### src/rtl/actmon_pkg.sv
package actmon_pkg;
  localparam int NSRC = 8;
  localparam int NWIN = 12;
  localparam int WIN_AW = 20;

  localparam logic [NSRC-1:0] STAT_IMPL = 8'hFB;
  localparam logic [NSRC-1:0] RLD_IMPL  = 8'hD9;
  localparam logic [NSRC-1:0] GP1_SRC   = 8'hD8;

  localparam int SRC_KBD  = 7;
  localparam int SRC_SER  = 6;
  localparam int SRC_PAR  = 5;
  localparam int SRC_VID  = 4;
  localparam int SRC_DISK = 3;
  localparam int SRC_IRQ  = 1;
  localparam int SRC_DMA  = 0;

  typedef enum logic [2:0] {
    SEL_STAT  = 3'd0,
    SEL_EN    = 3'd1,
    SEL_RLD   = 3'd2,
    SEL_GSTAT = 3'd3,
    SEL_GEN   = 3'd4
  } reg_sel_e;

  typedef struct packed {
    logic              is_mem;
    logic [WIN_AW-1:0] lo;
    logic [WIN_AW-1:0] hi;
    logic [2:0]        src;
  } win_t;

  function automatic win_t win_at(input int idx);
    win_t w;
    w = '{is_mem: 1'b0, lo: '0, hi: '0, src: 3'd0};
    case (idx)
      0:  w = '{1'b0, 20'h00060, 20'h00060, 3'(SRC_KBD)};
      1:  w = '{1'b0, 20'h003F8, 20'h003FF, 3'(SRC_SER)};
      2:  w = '{1'b0, 20'h002F8, 20'h002FF, 3'(SRC_SER)};
      3:  w = '{1'b0, 20'h003E8, 20'h003EF, 3'(SRC_SER)};
      4:  w = '{1'b0, 20'h002E8, 20'h002EF, 3'(SRC_SER)};
      5:  w = '{1'b0, 20'h00278, 20'h0027F, 3'(SRC_PAR)};
      6:  w = '{1'b0, 20'h00378, 20'h0037F, 3'(SRC_PAR)};
      7:  w = '{1'b0, 20'h003B0, 20'h003DF, 3'(SRC_VID)};
      8:  w = '{1'b1, 20'hA0000, 20'hBFFFF, 3'(SRC_VID)};
      9:  w = '{1'b0, 20'h001F0, 20'h001F7, 3'(SRC_DISK)};
      10: w = '{1'b0, 20'h00170, 20'h00177, 3'(SRC_DISK)};
      default: w = '{1'b0, 20'h003F5, 20'h003F5, 3'(SRC_DISK)};
    endcase
    return w;
  endfunction
endpackage

### src/rtl/actmon_decode.sv
module actmon_decode
  import actmon_pkg::*;
#(
  parameter int ADDR_W = 32
) (
  input  logic              cyc_valid,
  input  logic              cyc_mem,
  input  logic [ADDR_W-1:0] cyc_addr,
  input  logic              irq_act,
  input  logic              dma_act,
  output logic [NSRC-1:0]   hit
);
  logic [NSRC-1:0] win_vec [NWIN];

  for (genvar w = 0; w < NWIN; w++) begin : g_win
    localparam win_t WD = win_at(w);
    localparam logic [ADDR_W-1:0] LO = ADDR_W'(WD.lo);
    localparam logic [ADDR_W-1:0] HI = ADDR_W'(WD.hi);
    logic match;
    assign match = cyc_valid && (cyc_mem == WD.is_mem) &&
                   (cyc_addr >= LO) && (cyc_addr <= HI);
    assign win_vec[w] = match ? (NSRC'(1) << WD.src) : '0;
  end

  always_comb begin
    hit = '0;
    for (int w = 0; w < NWIN; w++) hit = hit | win_vec[w];
    hit[SRC_IRQ] = hit[SRC_IRQ] | irq_act;
    hit[SRC_DMA] = hit[SRC_DMA] | dma_act;
  end
endmodule

### src/rtl/actmon_sticky.sv
module actmon_sticky #(
  parameter int           W    = 8,
  parameter logic [W-1:0] IMPL = '1
) (
  input  logic         clk,
  input  logic         rst_n,
  input  logic [W-1:0] set,
  input  logic [W-1:0] clr,
  output logic [W-1:0] q,
  output logic [W-1:0] rise
);
  for (genvar i = 0; i < W; i++) begin : g_bit
    always_ff @(posedge clk or negedge rst_n) begin
      if (!rst_n) q[i] <= 1'b0;
      else        q[i] <= IMPL[i] & (set[i] | (q[i] & ~clr[i]));
    end

    if (IMPL[i]) begin : g_chk
      assert_hold_R7: assert property (@(posedge clk) disable iff (!rst_n)
        (q[i] && !clr[i]) |=> q[i]);
      assert_set_wins_R7: assert property (@(posedge clk) disable iff (!rst_n)
        set[i] |=> q[i]);
      assert_w1c_R7: assert property (@(posedge clk) disable iff (!rst_n)
        (q[i] && clr[i] && !set[i]) |=> !q[i]);
    end
  end

  assign rise = set & ~q & IMPL;
endmodule

### src/rtl/actmon_regs.sv
module actmon_regs
  import actmon_pkg::*;
#(
  parameter int DATA_W = 8
) (
  input  logic              clk,
  input  logic              rst_n,
  input  logic              reg_we,
  input  logic [2:0]        reg_addr,
  input  logic [DATA_W-1:0] reg_wdata,
  input  logic [NSRC-1:0]   status,
  input  logic              gflag,
  output logic [NSRC-1:0]   en,
  output logic [NSRC-1:0]   rld,
  output logic              gen,
  output logic [NSRC-1:0]   stat_clr,
  output logic              gclr,
  output logic [DATA_W-1:0] reg_rdata
);
  reg_sel_e        sel;
  logic [NSRC-1:0] wbyte;

  assign sel   = reg_sel_e'(reg_addr);
  assign wbyte = reg_wdata[NSRC-1:0];

  assign stat_clr = (reg_we && sel == SEL_STAT)  ? wbyte : '0;
  assign gclr     = reg_we && (sel == SEL_GSTAT) && wbyte[0];

  always_ff @(posedge clk or negedge rst_n) begin
    if (!rst_n) begin
      en  <= '0;
      rld <= '0;
      gen <= 1'b0;
    end else if (reg_we) begin
      case (sel)
        SEL_EN:  en  <= wbyte & STAT_IMPL;
        SEL_RLD: rld <= wbyte & RLD_IMPL;
        SEL_GEN: gen <= wbyte[0];
        default: ;
      endcase
    end
  end

  always_comb begin
    reg_rdata = '0;
    case (sel)
      SEL_STAT:  reg_rdata[NSRC-1:0] = status;
      SEL_EN:    reg_rdata[NSRC-1:0] = en;
      SEL_RLD:   reg_rdata[NSRC-1:0] = rld;
      SEL_GSTAT: reg_rdata[0]        = gflag;
      SEL_GEN:   reg_rdata[0]        = gen;
      default:   reg_rdata           = '0;
    endcase
  end

  assert_rsvd_en_R6: assert property (@(posedge clk) disable iff (!rst_n)
    (reg_we && sel == SEL_EN) |=> !en[2]);
  assert_rsvd_rld_R6: assert property (@(posedge clk) disable iff (!rst_n)
    (reg_we && sel == SEL_RLD) |=> (rld[5] == 1'b0 && rld[2:1] == 2'b00));
endmodule

### src/rtl/actmon_top.sv
module actmon_top
  import actmon_pkg::*;
#(
  parameter int ADDR_W = 32,
  parameter int DATA_W = 8
) (
  input  logic              clk,
  input  logic              rst_n,
  input  logic              cyc_valid,
  output logic              cyc_ready,
  input  logic              cyc_mem,
  input  logic [ADDR_W-1:0] cyc_addr,
  input  logic              irq_act,
  input  logic              dma_act,
  input  logic              reg_we,
  input  logic [2:0]        reg_addr,
  input  logic [DATA_W-1:0] reg_wdata,
  output logic [DATA_W-1:0] reg_rdata,
  output logic              smi_req,
  output logic              gp0_reload,
  output logic              gp1_reload
);
  logic [NSRC-1:0] hit, status, stat_rise, stat_clr, en, rld;
  logic            gen, gclr, pset, gflag, grise;
  logic            gp0_q, gp1_q;

  assign cyc_ready = 1'b1;

  actmon_decode #(.ADDR_W(ADDR_W)) u_dec (
    .cyc_valid (cyc_valid),
    .cyc_mem   (cyc_mem),
    .cyc_addr  (cyc_addr),
    .irq_act   (irq_act),
    .dma_act   (dma_act),
    .hit       (hit)
  );

  actmon_sticky #(.W(NSRC), .IMPL(STAT_IMPL)) u_stat (
    .clk  (clk),
    .rst_n(rst_n),
    .set  (hit),
    .clr  (stat_clr),
    .q    (status),
    .rise (stat_rise)
  );

  assign pset = |(stat_rise & en);

  actmon_sticky #(.W(1), .IMPL(1'b1)) u_glob (
    .clk  (clk),
    .rst_n(rst_n),
    .set  (pset),
    .clr  (gclr),
    .q    (gflag),
    .rise (grise)
  );

  actmon_regs #(.DATA_W(DATA_W)) u_regs (
    .clk      (clk),
    .rst_n    (rst_n),
    .reg_we   (reg_we),
    .reg_addr (reg_addr),
    .reg_wdata(reg_wdata),
    .status   (status),
    .gflag    (gflag),
    .en       (en),
    .rld      (rld),
    .gen      (gen),
    .stat_clr (stat_clr),
    .gclr     (gclr),
    .reg_rdata(reg_rdata)
  );

  always_ff @(posedge clk or negedge rst_n) begin
    if (!rst_n) begin
      gp0_q <= 1'b0;
      gp1_q <= 1'b0;
    end else begin
      gp0_q <= grise & rld[0];
      gp1_q <= |(stat_rise & rld & GP1_SRC);
    end
  end

  assign gp0_reload = gp0_q;
  assign gp1_reload = gp1_q;
  assign smi_req    = gflag & gen;

  assert_gp0_edge_R10: assert property (@(posedge clk) disable iff (!rst_n)
    gp0_reload |-> (gflag && !$past(gflag)));
  assert_gp1_cause_R11: assert property (@(posedge clk) disable iff (!rst_n)
    gp1_reload |-> |(status & $past(rld) & GP1_SRC));
  assert_gflag_cause_R8: assert property (@(posedge clk) disable iff (!rst_n)
    $rose(gflag) |-> $past(|(hit & en)));
  assert_smi_needs_flag_R9: assert property (@(posedge clk) disable iff (!rst_n)
    smi_req |-> gflag);
endmodule

### config.mk
export PLATFORM = sky130hd
export DESIGN_NAME = actmon_top
export DESIGN_NICKNAME = d
export VERILOG_FILES = /design/src/rtl/actmon_pkg.sv /design/src/rtl/actmon_decode.sv /design/src/rtl/actmon_sticky.sv /design/src/rtl/actmon_regs.sv /design/src/rtl/actmon_top.sv
export SDC_FILE = /design/constraint.sdc
export NUM_CORES = 1
export LEC_CHECK = 0
export ABC_AREA = 0
export BUFFER_PORTS_ARGS = -buffer_cell sky130_fd_sc_hd__buf_2
export CORE_MARGIN = 2
export CORE_UTILIZATION = 43
export CTS_CLUSTER_SIZE = 8
export DETAILED_ROUTE_END_ITERATION = 10
export GPL_TIMING_DRIVEN = 0
export PLACE_DENSITY = 0.75
export SYNTH_ARGS = -nofsm -noshare
export SYNTH_HDL_FRONTEND = slang
export SYNTH_SLANG_ARGS = --single-unit
### constraint.sdc
create_clock -name clk -period 1.2 [get_ports clk]
set_clock_uncertainty 0.05 [all_clocks]
set_input_delay 0 -clock clk [delete_from_list [all_inputs] [get_ports clk]]
set_output_delay 0 -clock clk [all_outputs]
set_load 0.01 [all_outputs]
==> results.txt <==
The depth of the worst register-to-register path came out at 5. The peak fanout along the critical path is 3. The worst path setup slack after routing came out at -0.145 ns. The via count of the first global-routing pass came to 1593. Of the synthesized area, sequential elements account for 38.1%.

The netlist area before placement is 1510 um2. The floorplan core area is 3360 um2. The tightest hold path in the finished design has a slack of 0.0596 ns. The netlist uses 48 different library cells.

The worst-case setup slack after placement came out at -0.382 ns. In the post-synthesis netlist, the biggest area contributors are sky130_fd_sc_hd__dfrtp_1, sky130_fd_sc_hd__mux2_2, sky130_fd_sc_hd__mux2i_1, sky130_fd_sc_hd__nand2_1, sky130_fd_sc_hd__nor2_1. The total nets after synthesis is 211. In this run the critical register-to-register path is captured at u_glob.q. The cell leakage power is 0.951 nW. The flop and latch count out of synthesis is 23. The share of Yosys cell area claimed by the top area cell type is 38.1%.

The detailed router finished its first iteration with 57 violations. Detailed placement ended at an HPWL of 2.97 mm. The final cycle utilization of the critical path came out at 112%. The final reports fail on negative setup slack.

The combined area of the multi-input logic cells is 973 um2. Setup violations remaining at the end of the flow were counted as 14. The worst setup slack for register-to-register paths came out at -0.10 ns. The number of antenna diodes came out at 0.

The maximum resistive drop on vdd came out at 1.26 mV. The proportion of layout cells with a drive suffix above 1 is 42.0%. In this run the most critical hold path is launched from reg_addr[2]. The die is 63.3 um wide. The post-detailed-route via-to-cell ratio is 5.41. In this run the critical register-to-register path is launched from u_stat.q[7]. The kind of end point of the critical path is an output pin. TritonCTS built the clock tree. The total clock buffers created by CTS is 3. The final-stage net count came out at 296. The synthesized-area fraction occupied by adder cells is 0%.

The floorplan row count came out at 21. The stage delay of the slowest cell on the critical path is 0.43 ns. The global route total overflow is 0. The endpoint arrival time on the critical path came out at 1.30 ns. At the worst endpoint, the required time is 1.15 ns. The fill cell total of the finished layout is 297. The critical path is of the reg -> out type.

The overall routing resource usage is 21.8%. The number of buffer cells added on primary ports came out at 57. The most numerous cell type found on the critical path is sky130_fd_sc_hd__nor2_1.

Of the post-synthesis cell area, the part taken by muxes is 14.3%. The count of yosys warnings during synthesis came out at 0. The main combinational cell family by area after synthesis is simple AND/OR/NAND/NOR gates. The effective utilization at floorplan came out at 44.9%. The number of hold-slack violations in the final timing report came out at 0. In this run, synthesis inferred 0 flip-flops with an integrated enable. The clock sink count is 23. The number of antenna violations at the first check in global routing came out at 0. The slowest stage of the critical path belongs to the cell sky130_fd_sc_hd__dfrtp_1. The top-level port count is 62. The pin count of the biggest net entering global routing came out at 24. The maximum clock frequency is 0.743 GHz. For this design the ratio of total power to cell area is 857 nW/um2.

The post-route minimum period came out at 1.35 ns. The final weighted congestion of routability-driven global placement came out at 0.824. The wire length per cell after detailed routing came out at 14.2 um. The worst-case clock buffer depth came out at 2. The area growth from synthesis to layout is 44.4%. In this run the clock root is driven by a sky130_fd_sc_hd__clkbuf_4. The worst hold path belongs to the class in -> reg. The H-tree depth is 1.

The sum of negative setup slack is -1.15 ns. In the synthesized netlist the dominant register cell turns out to be sky130_fd_sc_hd__dfrtp_1. The clock transition at the registers of the reported paths came out at 0.12 ns. The number of instances in the synthesized netlist is 161. The die height is 63.3 um. The overall via count from detail_route came out at 1574.

Summed over all instances, the cell type with the most area after synthesis is sky130_fd_sc_hd__dfrtp_1. The number of slew-limit violations in the final report came to 0. Counting instances, the worst hold path has a depth of 4. After Yosys synthesis, XOR and XNOR cells account for 0% of the synthesized area. The total length of routed wires came out at 4.12 mm.

After synthesis, the share of flip-flops with an asynchronous set or reset is 100%. The synthesized area divided by synthesized cell count came out at 9.38 um2. Traced cell by cell, the critical path runs through mux2i_1, nor2_1, a21oi_1, nor2_1, buf_2. The count of TritonRoute iterations in the first routing pass is 4.

For hold timing, the worst endpoint is u_regs.en[4]. The area fraction in and, or, nand and nor cells after synthesis is 29.8%. The first-pass GRT wire length is 7.06 mm.

The flow ran to the end, but the final reports show violations. The clock network latency to the later pin of the worst-skew pair is 0.30 ns. The remaining max-slew budget at the tightest pin is 35.7%. The combined flip-flop and latch cell area came out at 577 um2. STA classifies the critical path startpoint as a flip-flop.

Summing the areas of all compound-gate instances in the mapped netlist gives 14.6% of the synthesized area. The max-capacitance violation count came out at 0. The slew of the pin with the lowest slew margin is 0.957 ns. The DRC violation count after routing is 0. Setup repair after global routing could not meet its margin everywhere. In this run the remaining antenna-violating nets after routing total 0. The full die area came out at 4000 um2.
==> state kept, by name, indices dropped and copies added (netlist names) <==
signal / flops
u_regs.rld: 5
gp1_reload: 1
u_regs.gen: 1
u_stat.q: 7
gp0_reload: 1
u_regs.en: 7
u_glob.q: 1
==> layout make-up <==
| type | count | share of cell area, % |
|---|---|---|
| inverters | 3 | 0.516 |
| multi-input cells | 129 | 44.6 |
| clock buffers | 4 | 1.20 |
| well taps | 46 | 2.64 |
| flip-flops and latches | 23 | 26.4 |
| plain buffers | 6 | 1.43 |
| repair buffers | 80 | 23.1 |
==> routing by layer <==
metal | GRT usage, % | part of all wire, %
met5 | 0 | 0
met4 | 5.98 | 0.56
met3 | 4.82 | 4.6
met2 | 38.6 | 53
met1 | 26.8 | 42
==> cells by family (layout without fill, tap and decap cells) <==
logic type             Yosys count  after routing
and+or+nand+nor                 77             77
AOI/OAI and AO/OA               30             30
DFF                             23             23
muxes                           20             20
buffers and inverters            9             93
other                            2              2
==> cells in the mapped netlist (2+ instances only) <==
library cell and n:
sky130_fd_sc_hd__dfrtp_1 23, sky130_fd_sc_hd__nand2_1 17, sky130_fd_sc_hd__nor2_1 13, sky130_fd_sc_hd__mux2_2 12
sky130_fd_sc_hd__mux2i_1 8, sky130_fd_sc_hd__a21oi_1 7, sky130_fd_sc_hd__nand2b_1 6, sky130_fd_sc_hd__nand3_1 6
sky130_fd_sc_hd__nand4_1 5, sky130_fd_sc_hd__nor3_1 5, sky130_fd_sc_hd__nor2b_1 4, sky130_fd_sc_hd__nor4_1 4
sky130_fd_sc_hd__clkbuf_1 3, sky130_fd_sc_hd__inv_1 3, sky130_fd_sc_hd__nand3b_1 3, sky130_fd_sc_hd__o21ai_0 3
sky130_fd_sc_hd__a21o_1 2, sky130_fd_sc_hd__a22o_1 2, sky130_fd_sc_hd__and2_1 2, sky130_fd_sc_hd__buf_4 2
sky130_fd_sc_hd__conb_1 2, sky130_fd_sc_hd__nor3b_1 2, sky130_fd_sc_hd__o21a_1 2
==> layout by cell type (no fill, tap or decap), types with 3 or more instances in the layout <==
cell / synthesis / layout
sky130_fd_sc_hd__mux2i_1: 8 / 8
sky130_fd_sc_hd__nor2b_1: 4 / 3
sky130_fd_sc_hd__dfrtp_1: 23 / 22
sky130_fd_sc_hd__nor4_1: 4 / 3
sky130_fd_sc_hd__inv_1: 3 / 3
sky130_fd_sc_hd__nand4_1: 5 / 5
sky130_fd_sc_hd__nand3b_1: 3 / 3
sky130_fd_sc_hd__buf_4: 2 / 11
sky130_fd_sc_hd__a21oi_1: 7 / 7
sky130_fd_sc_hd__nor3_1: 5 / 5
sky130_fd_sc_hd__clkbuf_4: 0 / 3
sky130_fd_sc_hd__nand3_1: 6 / 6
sky130_fd_sc_hd__dlygate4sd3_1: 0 / 12
sky130_fd_sc_hd__nor2_1: 13 / 13
sky130_fd_sc_hd__nand2b_1: 6 / 6
sky130_fd_sc_hd__mux2_2: 12 / 12
sky130_fd_sc_hd__buf_2: 0 / 57
sky130_fd_sc_hd__nand2_1: 17 / 17
sky130_fd_sc_hd__clkbuf_1: 3 / 3
==> where the power goes <==
group | switching, mW | total [mW] | internal (mW)
logic | 0.250 | 0.549 | 0.299
clock network | 0.220 | 0.349 | 0.130
registers | 0.0864 | 0.969 | 0.883
==> critical path: cells and delay by family, from the launching register on <==
kind | cells | cell delay (ns)
buf+inv | 1 | 0.15
mux | 1 | 0.16
compound gates | 1 | 0.14
simple gates | 2 | 0.12
flops | 1 | 0.43
==> worst max path at each step <==
stage,startpoint,endpoint,slack (ns)
floorplan,cyc_mem,gp0_reload,-0.04
global placement,reg_addr[0],u_stat.q[7],-0.39
detailed placement,reg_addr[0],u_stat.q[3],-0.38
CTS,u_stat.q[7],reg_rdata[7],-0.17
global route,reg_addr[0],u_stat.q[3],-0.23
finish,u_stat.q[7],reg_rdata[7],-0.15
==> what timing repair did <==
item,CTS,global route
pin swaps,5,7
buffers inserted,4,7
setup endpoints to repair,11,17
hold endpoints to repair,44,0
hold buffers,12,0
resized for setup,8,5
cloned,0,0
==> per-stage QoR <==
stage               utilization, %  area, um2  power [mW]  instances
floorplan                        -       1530        1.23        161
global route                  64.8       2180        1.99        291
CTS                           62.7       2110        1.84        284
global placement              55.5       1870        1.43        264
detailed placement            55.5       1870        1.44        264
finish                        64.8       2180        1.87        291
Power figures use the tool's default switching activity.
